## src/rtl/vfs_pkg.sv

```systemverilog
// Package: shared types of the vector fetch sequencer.
// Assumes: source codes double as the table index (entry = base + 2*code).
package vfs_pkg;
    typedef enum logic [1:0] {
        SRC_IRQ = 2'd0,
        SRC_SWI = 2'd1,
        SRC_NMI = 2'd2,
        SRC_RST = 2'd3
    } vec_src_e;

    typedef enum logic [1:0] {
        ST_IDLE  = 2'd0,
        ST_RD_HI = 2'd1,
        ST_RD_LO = 2'd2
    } fetch_state_e;
endpackage

```

## src/rtl/vfs_pend_latch.sv

```systemverilog
// Module: pending-request flag. Set by a one-cycle event and cleared when the
// arbiter takes it. A set in the same cycle as a take wins, so no event is lost.
// Assumes: synchronous active-low reset; RST_VAL is the flag value in reset.
module vfs_pend_latch #(
    parameter bit RST_VAL = 1'b0
) (
    input  logic clk,
    input  logic rst_n,
    input  logic set_ev,
    input  logic take,
    output logic pend
);
    // Hold the request until it is served.
    always_ff @(posedge clk) begin
        if (!rst_n) pend <= RST_VAL;
        else        pend <= set_ev | (pend & ~take);
    end
endmodule

```

## src/rtl/vfs_nmi_edge.sv

```systemverilog
// Module: falling-edge detector for the non-maskable input plus its pending flag.
// Assumes: nmi_n is already synchronous to clk; the previous value resets high.
module vfs_nmi_edge (
    input  logic clk,
    input  logic rst_n,
    input  logic nmi_n,
    input  logic take,
    output logic pend
);
    logic nmi_prev;
    logic fall;

    // Remember the last sampled level.
    always_ff @(posedge clk) begin
        if (!rst_n) nmi_prev <= 1'b1;
        else        nmi_prev <= nmi_n;
    end

    // One event per high-to-low transition.
    always_comb fall = nmi_prev & ~nmi_n;

    vfs_pend_latch #(.RST_VAL(1'b0)) u_pend (
        .clk    (clk),
        .rst_n  (rst_n),
        .set_ev (fall),
        .take   (take),
        .pend   (pend)
    );

    // a detected edge is always recorded as pending.
    a_r7_edge_latched: assert property (@(posedge clk) disable iff (!rst_n)
        fall |=> pend);
endmodule

```

## src/rtl/vfs_arbiter.sv

```systemverilog
// Module: fixed-priority selector over the four sources.
// Assumes: irq_ok already combines the request level with the mask; grants only
// while the read engine is idle.
module vfs_arbiter
    import vfs_pkg::*;
(
    input  logic     idle,
    input  logic     rst_p,
    input  logic     nmi_p,
    input  logic     swi_p,
    input  logic     irq_ok,
    output logic     grant,
    output vec_src_e grant_src
);
    // Pick the highest pending source: reset, NMI, SWI, IRQ.
    always_comb begin
        grant     = 1'b0;
        grant_src = SRC_RST;
        if (idle) begin
            if (rst_p) begin
                grant = 1'b1; grant_src = SRC_RST;
            end else if (nmi_p) begin
                grant = 1'b1; grant_src = SRC_NMI;
            end else if (swi_p) begin
                grant = 1'b1; grant_src = SRC_SWI;
            end else if (irq_ok) begin
                grant = 1'b1; grant_src = SRC_IRQ;
            end
        end
    end
endmodule

```

## src/rtl/vfs_read_fsm.sv

```systemverilog
// Module: two-read engine. It reads the even byte (upper half), then the odd
// byte (lower half), of the selected table entry, and pulses pc_load once both are in.
// Assumes: the memory holds mem_rdata valid in the cycle mem_ready is high.
module vfs_read_fsm
    import vfs_pkg::*;
#(
    parameter int              DATA_W     = 8,
    parameter int              ADDR_W     = 16,
    parameter logic [ADDR_W-1:0] TABLE_BASE = 16'hFFF8
) (
    input  logic              clk,
    input  logic              rst_n,
    input  logic              start,
    input  vec_src_e          start_src,
    output logic              idle,
    output logic              mem_req,
    output logic [ADDR_W-1:0] mem_addr,
    input  logic [DATA_W-1:0] mem_rdata,
    input  logic              mem_ready,
    output logic              pc_load,
    output logic [ADDR_W-1:0] pc_value,
    output vec_src_e          pc_src
);
    localparam int VEC_W = 2 * DATA_W;

    fetch_state_e      state;
    logic [DATA_W-1:0] hi_byte;
    logic [ADDR_W-1:0] entry_addr;

    // Entry start address from the source code; the low bit selects the byte.
    always_comb begin
        entry_addr = TABLE_BASE + ADDR_W'({pc_src, 1'b0});
        idle       = (state == ST_IDLE);
        mem_req    = (state == ST_RD_HI) || (state == ST_RD_LO);
        mem_addr   = entry_addr | ADDR_W'(state == ST_RD_LO);
    end

    // Sequence the two reads and assemble the address.
    always_ff @(posedge clk) begin
        if (!rst_n) begin
            state    <= ST_IDLE;
            pc_src   <= SRC_RST;
            hi_byte  <= '0;
            pc_load  <= 1'b0;
            pc_value <= '0;
        end else begin
            pc_load <= 1'b0;
            case (state)
                ST_IDLE: if (start) begin
                    pc_src <= start_src;
                    state  <= ST_RD_HI;
                end
                ST_RD_HI: if (mem_ready) begin
                    hi_byte <= mem_rdata;
                    state   <= ST_RD_LO;
                end
                ST_RD_LO: if (mem_ready) begin
                    pc_value <= ADDR_W'({hi_byte, mem_rdata});
                    pc_load  <= 1'b1;
                    state    <= ST_IDLE;
                end
                default: state <= ST_IDLE;
            endcase
        end
    end

    // a posted read is held until the memory answers.
    a_r4_hold_read: assert property (@(posedge clk) disable iff (!rst_n)
        (mem_req && !mem_ready) |=> (mem_req && $stable(mem_addr)));
    // a completed even-byte read is followed by the odd-byte read.
    a_r3_hi_then_lo: assert property (@(posedge clk) disable iff (!rst_n)
        (mem_req && mem_ready && !mem_addr[0]) |=> (mem_req && mem_addr[0]));
    // the load strobe lasts one cycle.
    a_r5_single_load: assert property (@(posedge clk) disable iff (!rst_n)
        pc_load |=> !pc_load);
    // every read falls inside the vector table.
    a_r2_table_window: assert property (@(posedge clk) disable iff (!rst_n)
        mem_req |-> (mem_addr >= TABLE_BASE));
    // no load strobe while a read is still posted.
    a_r5_no_load_busy: assert property (@(posedge clk) disable iff (!rst_n)
        pc_load |-> !mem_req || (mem_addr[0] == 1'b0));

    if (VEC_W != ADDR_W) begin : g_width_check
        initial $error("vector width must equal address width");
    end
endmodule

```

## src/rtl/vector_fetch_seq.sv

```systemverilog
// Module: top of the reset/interrupt vector fetch sequencer. It holds the
// pending flags and the interrupt mask, arbitrates, and drives the read engine.
// Assumes: all inputs are synchronous to clk; reset is synchronous, active low.
module vector_fetch_seq
    import vfs_pkg::*;
#(
    parameter int                DATA_W     = 8,
    parameter int                ADDR_W     = 16,
    parameter logic [ADDR_W-1:0] TABLE_BASE = 16'hFFF8
) (
    input  logic              clk,
    input  logic              rst_n,
    input  logic              nmi_n,
    input  logic              irq_n,
    input  logic              swi_req,
    input  logic              mask_clr,
    output logic              mem_req,
    output logic [ADDR_W-1:0] mem_addr,
    input  logic [DATA_W-1:0] mem_rdata,
    input  logic              mem_ready,
    output logic              pc_load,
    output logic [ADDR_W-1:0] pc_value,
    output logic [1:0]        pc_src,
    output logic              irq_mask
);
    logic     idle;
    logic     rst_p, nmi_p, swi_p, irq_ok;
    logic     grant;
    vec_src_e grant_src;
    vec_src_e served_src;
    logic     take_rst, take_nmi, take_swi;

    // Decode which pending flag the arbiter consumes this cycle.
    always_comb begin
        take_rst = grant && (grant_src == SRC_RST);
        take_nmi = grant && (grant_src == SRC_NMI);
        take_swi = grant && (grant_src == SRC_SWI);
        irq_ok   = ~irq_n & ~irq_mask;
        pc_src   = served_src;
    end

    // Reset vector request is armed by reset itself.
    vfs_pend_latch #(.RST_VAL(1'b1)) u_rst_pend (
        .clk (clk), .rst_n (rst_n), .set_ev (1'b0), .take (take_rst), .pend (rst_p)
    );

    vfs_nmi_edge u_nmi (
        .clk (clk), .rst_n (rst_n), .nmi_n (nmi_n), .take (take_nmi), .pend (nmi_p)
    );

    vfs_pend_latch #(.RST_VAL(1'b0)) u_swi_pend (
        .clk (clk), .rst_n (rst_n), .set_ev (swi_req), .take (take_swi), .pend (swi_p)
    );

    vfs_arbiter u_arb (
        .idle      (idle),
        .rst_p     (rst_p),
        .nmi_p     (nmi_p),
        .swi_p     (swi_p),
        .irq_ok    (irq_ok),
        .grant     (grant),
        .grant_src (grant_src)
    );

    vfs_read_fsm #(
        .DATA_W     (DATA_W),
        .ADDR_W     (ADDR_W),
        .TABLE_BASE (TABLE_BASE)
    ) u_fsm (
        .clk       (clk),
        .rst_n     (rst_n),
        .start     (grant),
        .start_src (grant_src),
        .idle      (idle),
        .mem_req   (mem_req),
        .mem_addr  (mem_addr),
        .mem_rdata (mem_rdata),
        .mem_ready (mem_ready),
        .pc_load   (pc_load),
        .pc_value  (pc_value),
        .pc_src    (served_src)
    );

    // Interrupt mask: set by reset and on entry, cleared by the core's strobe.
    always_ff @(posedge clk) begin
        if (!rst_n)        irq_mask <= 1'b1;
        else if (grant)    irq_mask <= 1'b1;
        else if (mask_clr) irq_mask <= 1'b0;
    end

    // entering any source leaves the mask set.
    a_r10_mask_on_entry: assert property (@(posedge clk) disable iff (!rst_n)
        grant |=> irq_mask);
    // while masked and nothing else pends, an idle engine issues no read.
    a_r6_masked_quiet: assert property (@(posedge clk) disable iff (!rst_n)
        (idle && irq_mask && !rst_p && !nmi_p && !swi_p) |=> !mem_req);
    // a pending NMI is never passed over for a lower source.
    a_r9_nmi_first: assert property (@(posedge clk) disable iff (!rst_n)
        (idle && nmi_p && !rst_p) |=> (pc_src == SRC_NMI));
endmodule

```

## config.mk

```make
export PLATFORM = sky130hd
export DESIGN_NAME = vector_fetch_seq
export DESIGN_NICKNAME = d
export VERILOG_FILES = /design/src/rtl/vfs_pkg.sv /design/src/rtl/vfs_pend_latch.sv /design/src/rtl/vfs_nmi_edge.sv /design/src/rtl/vfs_arbiter.sv /design/src/rtl/vfs_read_fsm.sv /design/src/rtl/vector_fetch_seq.sv
export SDC_FILE = /design/constraint.sdc
export NUM_CORES = 1
export LEC_CHECK = 0
export BUFFER_PORTS_ARGS = -buffer_cell sky130_fd_sc_hd__buf_2
export CORE_AREA = 2 2 60 56
export CTS_CLUSTER_DIAMETER = 30
export DETAILED_ROUTE_END_ITERATION = 12
export DIE_AREA = 0 0 62 58
export PLACE_DENSITY_LB_ADDON = 0.3
export SETUP_SLACK_MARGIN = 0.4
export SLEW_MARGIN = 20
export SYNTH_ARGS = -nofsm -noshare
export SYNTH_HDL_FRONTEND = slang
export SYNTH_SLANG_ARGS = --single-unit
```

## constraint.sdc

```tcl
create_clock -name clk -period 4.4 [get_ports clk]
set_clock_uncertainty 0.1 [all_clocks]
set_input_delay 1.32 -clock clk [delete_from_list [all_inputs] [get_ports clk]]
set_output_delay 1.32 -clock clk [all_outputs]
set_load 0.02 [all_outputs]
```

Word level (Yosys, flattened, before mapping)
Cells that the tools add are included.
- register bits after elaboration: 34
- bits of input ports: 15
- output and inout port bits: 37
- word-level logic and storage cells: 60
- $add $sub $neg: 1
- eq/ne operators: 8
- mux-type cells: 15
- bitwise gates (word level): 15
- reductions and logical operators: 11
- operators by type and width (kind ; count):
    two-way mux 2 bit ; 8
    OR 16 x 1 -> 16 bit ; 1
    AND reduction 2 bit ; 4
    inverter 1 bit ; 7
    == test 2 bit, second input constant ; 3
    two-way mux 1 bit ; 6
    case mux 2 bit (3 select lines) ; 1
    adder 4 x 4 -> 5 bit, first input constant ; 1
    AND 1 bit ; 5
    == test 2 x 1 -> 1 bit, second input constant ; 2
    != test 2 bit, second input constant ; 2
    logical AND 1 bit ; 3
    AND reduction 3 bit ; 1
    logical NOT 2 bit ; 1
    != test 2 x 1 -> 1 bit, second input constant ; 1
    OR 1 bit ; 2
    OR reduction 2 bit ; 1
    logical OR 1 bit ; 1

Longest topological paths before layout
Gate-level depths: netlist (run 1).
- word-level depth: 12
- depth in mapped cells: 7
- depth with buffers taken out: 5

Cells and area by module
From an unflattened synthesis (run 1), not the netlist that was laid out.
- cells, all modules: 180
- area total of the unflattened synthesis: 1582.8 µm²
- by module, submodules not included (module ; times used ; cells an instance ; area each (µm²)):
    vfs_read_fsm ; 1 ; 152 ; 1331.3
    vfs_pend_latch (u_nmi.u_pend ...) ; 2 ; 3 ; 41.3
    vector_fetch_seq ; 1 ; 10 ; 62.6
    vfs_arbiter ; 1 ; 6 ; 40.0
    vfs_pend_latch (u_rst_pend) ; 1 ; 3 ; 33.8
    vfs_nmi_edge ; 1 ; 3 ; 32.5

Worst setup path before layout (run 1)
No wires, ideal clock.
- kind: flip-flop to output port
- start: register u_fsm.state[0]
- end: output port mem_req
- arrival time: 0.781 ns
- data required time: 2.980 ns
- path slack: 2.199 ns
- cell stages (with the launch flop): 3
- path buffers: 0
- cells stage by stage: dfxtp_1 > inv_1 > ha_1
- cells in the longest elaborated chain, start to end: 2
- elaborated cells between the ends (all ways): 3
- those cells by class: eq/ne: 2; reduce/logical: 1
- RTL lines (element ; line ; text):
    from (decl) ; vfs_read_fsm.sv:26 ; fetch_state_e state;
    from (signal assigned) ; vfs_read_fsm.sv:41 ; state <= ST_IDLE;
    from (signal assigned) ; vfs_read_fsm.sv:51 ; state <= ST_RD_HI;
    from (signal assigned) ; vfs_read_fsm.sv:55 ; state <= ST_RD_LO;
    == test 2 x 1 -> 1 bit / == test 2 bit (equally long branches) ; vfs_read_fsm.sv:34 ; mem_req = (state == ST_RD_HI) || (state == ST_RD_LO);
    logical OR 1 bit (*) ; vfs_read_fsm.sv:34 ;
    to (decl) ; vector_fetch_seq.sv:17 ; output logic mem_req,
Mark *: on every way between the ends. The rest lies on a longest branch, timed or not.

Final worst setup path (run 1)
Same ends and word-level chain as after synthesis.

==> impl_metrics.csv, run 1 <==
group,metric,value,unit
final_layout,fillers,282,
logic_synthesis,yosys.area.top_type,"dfxtp_1",
clocking,root_buffer,"clkbuf_4",
critical_path,crit_family,"flip-flops",
route,routed_wirelength,2670,µm
global_route,grt_first_pass_wirelength,4370,µm
status,outcome,"completed",
logic_synthesis,synth_top_flop_cell,"dfxtp_1",
global_route,antenna_found_initial,0,
die,rows,19,
die,die-area,0.00360,mm²
final_layout,register_area,681,µm²
clocking,numCtsBuffers,5,
timing,setup_violations,0,
global_route,grt_overflow,0,
critical_path,critPathRequiredTime,2.98,ns
logic_synthesis,yosysUniqueCellTypes,27,
logic_synthesis,synth_most_common_cell,"nand2_1",
logic_synthesis,postSynthCellCount,168,
die,initial_utilization,49.6,%
route,drtPass1Iterations,4,
logic_synthesis,synth_area,0.00148,mm²
power,power.density,449,mW/mm²
global_route,grt_pass1_vias,1006,
final_layout,syn_to_final_growth,12.4,%
critical_path,cp_max_fo,4,
final_layout,antennaDiodeCount,0,
clocking,clk_latency,0.33,ns
job,cap_violations,0,
timing,tightest_slew,0.499,ns
global_route,track_usage,16.2,%
timing,setup_tns,0,ns
final_layout,fin_cells,245,
power,leakage,0.000723,µW
route,antenna_left,0,
clocking,path_clk_slew,0.10,ns
clocking,ctsLongestPathBuffers,2,
logic_synthesis,synth.area.top_cells,"dfxtp_1 (46%), nand2_1 (11%), buf_4 (8.1%)",
power,peakVddDrop,283,µV
final_layout,multiInputGateArea,659,µm²
final_layout,final_nets,221,
timing,rsz0062_at_grt,"no",
critical_path,crit_buf_inv,2,
route,num_vias,1148,
logic_synthesis,synth-edff-count,0,
place,place_inst,237,
route,via_per_inst,4.69,
clocking,ctsHoldBuffers,0,
logic_synthesis,synthArstFlopShare,0,%
critical_path,cp-end-kind,"primary output",
clocking,cts_setup_buffers,0,
timing,min_period_over_period,60.6,%
clocking,tritoncts,"yes",
logic_synthesis,avgSynthCellArea,8.78,µm²
timing,max_freq,375,MHz
die,pin_count,52,
logic_synthesis,yosys_warnings,0,
clocking,h-tree-depth,2,
logic_synthesis,ys_seq_elements,34,
logic_synthesis,synth_commonest_cells,"nand2_1 (44), dfxtp_1 (34), buf_4 (16)",
critical_path,crit_arrival,1.25,ns
final_layout,drive_above_1_share,23.2,%
power,total_power,744,µW
place,io_buffers,38,
logic_synthesis,synth_top_area_share,46.1,%
route,wire_per_inst,10.9,µm
route,drc,0,
critical_path,crit_slowest_cell,"dfxtp_1",
critical_path,cp_cell_sequence,"inv_1 > ha_1 > buf_2",
clocking,clock_sinks,34,
critical_path,critPathKind,"flip-flop to primary output",
critical_path,cp-start-kind,"flip-flop",
timing,period_minus_slack,2.67,ns
logic_synthesis,ys_seq_area_share,46.1,%
place,dp_hpwl,1990,µm
place,place.gp.congestion,0.723,
timing,holdWs,0.353,ns
die,die_w,62,µm
timing,hold_viol,0,
timing,slew_viol_final,0,
die,die_h,58,µm
clocking,cts_resized,0,
route,drt_iter0_drc,32,
worst_hold_path,min_path_type,"flip-flop to flip-flop",
die,core,0.00297,mm²
critical_path,slowest_delay,0.40,ns
timing,max_slew_margin,66.7,%
global_route,grt_max_degree,36,
registers in the layout, summed over array words and instances, names as in the netlist, 2 cells and up:
register,count
u_fsm.state,2
u_fsm.pc_value,16
u_fsm.hi_byte,8
u_fsm.pc_src,2
routing by layer:
metal | GRT usage [%] | up-vias | share of wire, %
met4 | 5.47 | 0 | 1.7
met2 | 24.6 | 33 | 46
li1 | - | 593 | -
met3 | 5.80 | 4 | 5.7
met1 | 21.2 | 518 | 46
met5 | 0 | - | 0
tightest hold or removal path, stage by stage (launching register included):
cell	delay [ns]
dfxtp_1	0.32
nand2_1	0.05
a21boi_1	0.05
placed cells by master, fill, tap and decap left out, drive strengths merged, types with 2 or more instances in the layout:
cell     n
a21boi  25
a21oi    4
buf     38
clkbuf   7
conb    13
dfxtp   34
ha       4
inv      4
nand2   44
nand2b   3
nand3    8
nor2b    2
o211ai   2
o21a     2
o21ai    3
o21ba    2
cell families after synthesis:
| kind of cell | count (synthesis) | synth area share, % |
|---|---|---|
| AOI/OAI and AO/OA | 40 | 19.7 |
| adders and majority gates | 4 | 3.39 |
| buffers and inverters | 27 | 12.2 |
| DFF | 34 | 46.1 |
| muxes | 1 | 0.679 |
| other | 1 | 0.254 |
| and+or+nand+nor | 61 | 17.6 |
where the power goes:
part | internal (µW) | leakage (µW) | switching [µW]
registers | 339 | 0.000277 | 20.1
logic | 71.9 | 0.000410 | 132
clock network | 77.5 | 0.0000353 | 102
worst paths after layout:
kind              slack, ns  cells past startpoint           endpoint              start
setup / recovery       1.73                      3            mem_req     u_fsm.state[0]
hold / removal         0.35                      2  u_fsm.pc_value[7]  u_fsm.pc_value[7]
setup reg to reg       2.79                      5  u_fsm.pc_value[1]     u_fsm.state[0]
hold reg to reg        0.35                      2  u_fsm.pc_value[7]  u_fsm.pc_value[7]
stage by stage:
| step | area [µm²] | setup WS (ns) | utilization (%) |
|---|---|---|---|
| floorplan | 1520 | 2.20 | - |
| global placement | 1600 | 1.96 | 53.8 |
| detailed placement | 1600 | 1.88 | 53.8 |
| CTS | 1660 | 1.72 | 55.8 |
| global route | 1660 | 1.64 | 55.8 |
| finish | 1660 | 1.73 | 55.8 |
final cells by class:
| class | instances | share of cell area (%) |
|---|---|---|
| inverter | 4 | 0.906 |
| sequential | 34 | 41.1 |
| timing repair buffer | 38 | 11.5 |
| multi-input combinational | 119 | 39.8 |
| clock inverter | 1 | 0.302 |
| clock buffer | 7 | 3.32 |
| tap | 42 | 3.17 |
No activity file was read; power rests on OpenSTA's default activity.
==> inputs of run 2 (changes only) <==
--- a/config.mk
+++ b/config.mk
@@ -6,10 +6,10 @@
 export NUM_CORES = 1
 export LEC_CHECK = 0
 export BUFFER_PORTS_ARGS = -buffer_cell sky130_fd_sc_hd__buf_2
-export CORE_AREA = 2 2 60 56
+export CORE_AREA = 2 2 65 60
 export CTS_CLUSTER_DIAMETER = 30
 export DETAILED_ROUTE_END_ITERATION = 12
-export DIE_AREA = 0 0 62 58
+export DIE_AREA = 0 0 67 62
 export PLACE_DENSITY_LB_ADDON = 0.3
 export SETUP_SLACK_MARGIN = 0.4
 export SLEW_MARGIN = 20
==> constraint.sdc (replaced) <==
create_clock -name clk -period 2.31 [get_ports clk]
set_clock_uncertainty 0.1 [all_clocks]
set_input_delay 0.693 -clock clk [delete_from_list [all_inputs] [get_ports clk]]
set_output_delay 0.693 -clock clk [all_outputs]
set_load 0.02 [all_outputs]
==> impl_metrics.csv, run 2 (synthesized netlist as in run 1, its figures left out) <==
group,metric,value,unit
global_route,grt_first_pass_wirelength,4310,µm
final_layout,top_regs,"u_fsm.pc_value: 16 flops, u_fsm.hi_byte: 8 flops",
final_layout,top_register,"u_fsm.pc_value",
route,via_per_inst,4.61,
timing,min_period_over_period,81.6,%
route,antenna_left,0,
timing,rsz0062_at_grt,"yes",
status,outcome,"completed",
critical_path,reg2reg_from,"u_fsm.state[0]",
die,core,0.00357,mm²
power,leakage,0.000741,µW
critical_path,cp-end-kind,"primary output",
timing,period_minus_slack,1.88,ns
global_route,grt_pass1_vias,932,
worst_hold_path,min_path_cells,2,
critical_path,critical_path_depth,3,
global_route,grt_overflow,0,
global_route,grt_max_degree,36,
final_layout,layout_common_cells,"nand2_1 (44), buf_2 (37), dfxtp_1 (32)",
final_layout,drive_above_1_share,25.5,%
final_layout,antennaDiodeCount,0,
final_layout,final_nets,222,
critical_path,slowest_delay,0.33,ns
critical_path,cp_cell_sequence,"inv_1 > ha_1 > buf_6",
final_layout,largest_reg_flops,16,
timing,max_slew_margin,63.9,%
clocking,clock_sinks,34,
die,die_w,67,µm
route,drtPass1Iterations,4,
timing,max_freq,531,MHz
clocking,clk_latency,0.28,ns
clocking,h-tree-depth,2,
critical_path,cp_max_fo,2,
global_route,track_usage,14.3,%
clocking,ctsLongestPathBuffers,2,
global_route,antenna_found_initial,0,
critical_path,crit_slowest_cell,"dfxtp_2",
final_layout,register_area,683,µm²
power,total_power,1550,µW
timing,setup_tns,0,ns
critical_path,crit_buf_inv,2,
critical_path,critPathRequiredTime,1.52,ns
clocking,ctsHoldBuffers,0,
die,pin_count,52,
final_layout,final_common_cell,"nand2_1",
power,peakVddDrop,642,µV
route,drt_iter0_drc,51,
place,io_buffers,38,
clocking,root_buffer,"clkbuf_8",
route,wire_per_inst,10.7,µm
place,place.gp.congestion,0.710,
clocking,path_clk_slew,0.06,ns
power,power.density,908,mW/mm²
die,initial_utilization,41.3,%
route,num_vias,1152,
timing,tightest_slew,0.539,ns
timing,setup_violations,0,
critical_path,critPathKind,"flip-flop to primary output",
critical_path,crit_family,"flip-flops",
route,drc,0,
critical_path,crit_arrival,1.09,ns
die,rows,21,
final_layout,fillers,355,
worst_hold_path,min-delay-start,"u_fsm.pc_value[10]",
clocking,numCtsBuffers,5,
die,die_h,62,µm
timing,hold_viol,0,
final_layout,multiInputGateArea,662,µm²
critical_path,reg2reg_depth,5,
job,cap_violations,0,
place,dp_hpwl,1870,µm
critical_path,crit_start,"u_fsm.state[0]",
clocking,tritoncts,"yes",
worst_hold_path,min_path_type,"flip-flop to flip-flop",
final_layout,syn_to_final_growth,16.1,%
die,die-area,0.00415,mm²
critical_path,cp-start-kind,"flip-flop",
route,routed_wirelength,2660,µm
timing,slew_viol_final,0,
[run 2: cell types whose count changed in the layout (fill, tap and decap cells not counted), moves of 2 or more]
cell	previous run	this run
clkbuf_8	1	6
clkbuf_4	5	0
dfxtp_1	34	32
dfxtp_2	0	2
[run 2: metrics by stage]
step,hold WS (ns),utilization (%),instance area (µm²),worst slack (ns),std cells
4_1_cts,0.352,47.7,1700,0.407,250
6_report,0.349,47.9,1710,0.425,250
2_1_floorplan,0.331,-,1520,0.736,180
3_3_place_gp,0.340,44.9,1600,0.456,241
3_5_place_dp,0.344,44.9,1600,0.440,241
5_1_grt,0.376,47.9,1710,0.390,250
[run 2: area by class of cell]
type / count / share of cell area [%]
clock buffers: 7 / 5.04
clock inverters: 1 / 0.292
inverters: 4 / 0.877
multi-input cells: 119 / 38.6
flip-flops and latches: 34 / 39.9
well taps: 46 / 3.36
repair buffers: 39 / 11.9
[run 2: worst paths after layout]
check                                     endpoint  slack, ns
worst max-delay path                       mem_req       0.43
worst max register to register      u_fsm.state[1]       0.72
worst min register to register  u_fsm.pc_value[10]       0.35
worst min-delay path            u_fsm.pc_value[10]       0.35
[run 2: tightest hold or removal path, stage by stage (launching register included)]
cell	delay, ns
dfxtp_1	0.31
nand2_1	0.05
a21boi_1	0.05
[run 2: metal layers]
layer	up-vias	track usage, %	routed length (µm)
li1	591	-	-
met5	-	0	0
met1	522	18.8	1340
met2	32	21.1	1110
met3	7	4.32	162
met4	0	7.87	52
[run 2: timing repair]
| action | in CTS | in global routing |
|---|---|---|
| setup buffers | 1 | 0 |
| setup endpoints to repair | 2 | 2 |
| gates resized for setup | 2 | 4 |
[run 2: where the power goes]
part           switching [µW]  total [µW]  internal (µW)  leakage [µW]
Clock                     206         446            240     0.0000482
Sequential               35.0         685            650      0.000277
Combinational             261         424            163      0.000416
==> inputs of run 3 (changes only) <==
--- a/config.mk
+++ b/config.mk
@@ -6,10 +6,10 @@
 export NUM_CORES = 1
 export LEC_CHECK = 0
 export BUFFER_PORTS_ARGS = -buffer_cell sky130_fd_sc_hd__buf_2
-export CORE_AREA = 2 2 65 60
+export CORE_AREA = 2 2 62 58
 export CTS_CLUSTER_DIAMETER = 30
 export DETAILED_ROUTE_END_ITERATION = 12
-export DIE_AREA = 0 0 67 62
+export DIE_AREA = 0 0 64 60
 export PLACE_DENSITY_LB_ADDON = 0.3
 export SETUP_SLACK_MARGIN = 0.4
 export SLEW_MARGIN = 20
==> constraint.sdc (replaced) <==
create_clock -name clk -period 1.9 [get_ports clk]
set_clock_uncertainty 0.1 [all_clocks]
set_input_delay 0.57 -clock clk [delete_from_list [all_inputs] [get_ports clk]]
set_output_delay 0.57 -clock clk [all_outputs]
set_load 0.02 [all_outputs]
==> impl_metrics.csv, run 3 (synthesized netlist as in run 1, its figures left out) <==
group,metric,value,unit
status,outcome,"completed",
power,peakVddDrop,670,µV
final_layout,fillers,273,
critical_path,crit_arrival,1.12,ns
final_layout,final_common_cell,"nand2_1",
final_layout,syn_to_final_growth,39.1,%
final_layout,final_nets,236,
clocking,root_buffer,"clkbuf_4",
die,rows,20,
critical_path,crit_slowest_cell,"dfxtp_4",
critical_path,crit_buf_inv,2,
critical_path,slowest_delay,0.38,ns
critical_path,critPathKind,"flip-flop to primary output",
route,drtPass1Iterations,4,
clocking,tritoncts,"yes",
clocking,numCtsBuffers,5,
timing,period_minus_slack,1.79,ns
clocking,h-tree-depth,2,
die,core,0.00323,mm²
final_layout,top_register,"u_fsm.pc_value",
global_route,grt_max_degree,36,
die,die-area,0.00384,mm²
power,power.density,1050,mW/mm²
route,drc,0,
critical_path,crit_family,"flip-flops",
clocking,clk_latency,0.34,ns
clocking,ctsLongestPathBuffers,2,
final_layout,layout_common_cells,"nand2_1 (42), buf_6 (26), dfxtp_2 (20)",
timing,hold_viol,0,
die,pin_count,52,
job,cap_violations,0,
die,die_w,64,µm
final_layout,drive_above_1_share,43.1,%
clocking,clock_sinks,34,
timing,min_period_over_period,94.3,%
place,dp_slack,0.217,ns
place,dp_hpwl,2060,µm
worst_hold_path,min_path_type,"primary input to flip-flop",
timing,fin_ws,0.109,ns
global_route,grt_first_pass_wirelength,4970,µm
place,place.gp.congestion,0.756,
route,num_vias,1254,
critical_path,cp_cell_sequence,"inv_4 > ha_4 > buf_6",
critical_path,cp_max_fo,2,
global_route,grt_pass1_vias,1166,
global_route,track_usage,17.3,%
timing,rsz0062_at_grt,"yes",
clocking,ctsHoldBuffers,0,
route,routed_wirelength,3340,µm
timing,setup_violations,0,
route,via_per_inst,4.79,
route,drt_iter0_drc,41,
final_layout,antennaDiodeCount,0,
route,wire_per_inst,12.7,µm
route,antenna_left,0,
critical_path,critPathRequiredTime,1.23,ns
die,die_h,60,µm
global_route,antenna_found_initial,0,
critical_path,cp-start-kind,"flip-flop",
die,initial_utilization,45.7,%
global_route,grt_overflow,0,
timing,tightest_slew,0.548,ns
critical_path,cp-end-kind,"primary output",
timing,max_slew_margin,63.3,%
timing,max_freq,558,MHz
power,leakage,0.000857,µW
timing,setup_tns,0,ns
timing,slew_viol_final,0,
place,io_buffers,38,
final_layout,top_regs,"u_fsm.pc_value: 16 flops, u_fsm.hi_byte: 8 flops",
final_layout,largest_reg_flops,16,
clocking,path_clk_slew,0.11,ns
## run 3: cell count changes in the layout (fill, tap and decap cells not counted), moves of 2 or more
cell | before | now
buf_2 | 37 | 14
buf_4 | 1 | 13
buf_6 | 1 | 26
clkbuf_4 | 0 | 5
clkbuf_8 | 6 | 0
dfxtp_1 | 32 | 12
dfxtp_2 | 2 | 20
dfxtp_4 | 0 | 2
ha_1 | 3 | 1
ha_4 | 0 | 3
nand2_1 | 44 | 42
## run 3: where the power goes
part           switching [µW]  leakage, µW  total, µW  internal [µW]
logic                     405     0.000527        767            362
clock network             254    0.0000450        526            272
registers                55.8     0.000285        854            798
total                     715     0.000857       2150           1430
## run 3: final timing paths
kind / startpoint / endpoint / slack, ns / cells past startpoint
worst max register to register: u_fsm.state[1] / u_fsm.state[0] / 0.36 / 6
worst max-delay path: u_fsm.state[0] / mem_req / 0.11 / 3
worst min register to register: u_fsm.hi_byte[5] / u_fsm.pc_value[13] / 0.36 / 2
worst min-delay path: nmi_n / u_nmi.nmi_prev / 0.31 / 2
## run 3: layout make-up
cell class / instances / area [µm²] / share of cell area (%)
Timing Repair Buffer: 53 / 460 / 22.4
Inverter: 4 / 17.5 / 0.854
Clock inverter: 3 / 40.0 / 1.95
Tap cell: 44 / 55.1 / 2.68
Multi-Input combinational cell: 119 / 728 / 35.5
Clock buffer: 5 / 37.5 / 1.83
Sequential cell: 34 / 713 / 34.8
## run 3: repair_timing
item,in CTS,in global routing
pin swaps,2,2
endpoints found under the setup margin,42,46
resized for setup,67,22
buffers inserted,7,7
endpoints found under the hold margin,0,0
## run 3: metrics by stage
step                utilization (%)  std cells  total power (µW)  hold WS (ns)  cell area, µm²
detailed placement             49.8        240              1330         0.343            1610
finish                         63.6        262              2150         0.313            2050
floorplan                         -        180              1260         0.331            1520
global route                   63.6        262              2250         0.327            2050
CTS                            59.5        255              2050         0.315            1920
global placement               49.8        240              1310         0.339            1610
## run 3: per-layer routing
layer  track usage [%]  up-vias  wire, µm
met3              6.40       14       160
li1                  -      624         -
met1              17.8      581      1370
met5                 0        -         0
met4              7.14        0       138
met2              31.8       35      1670
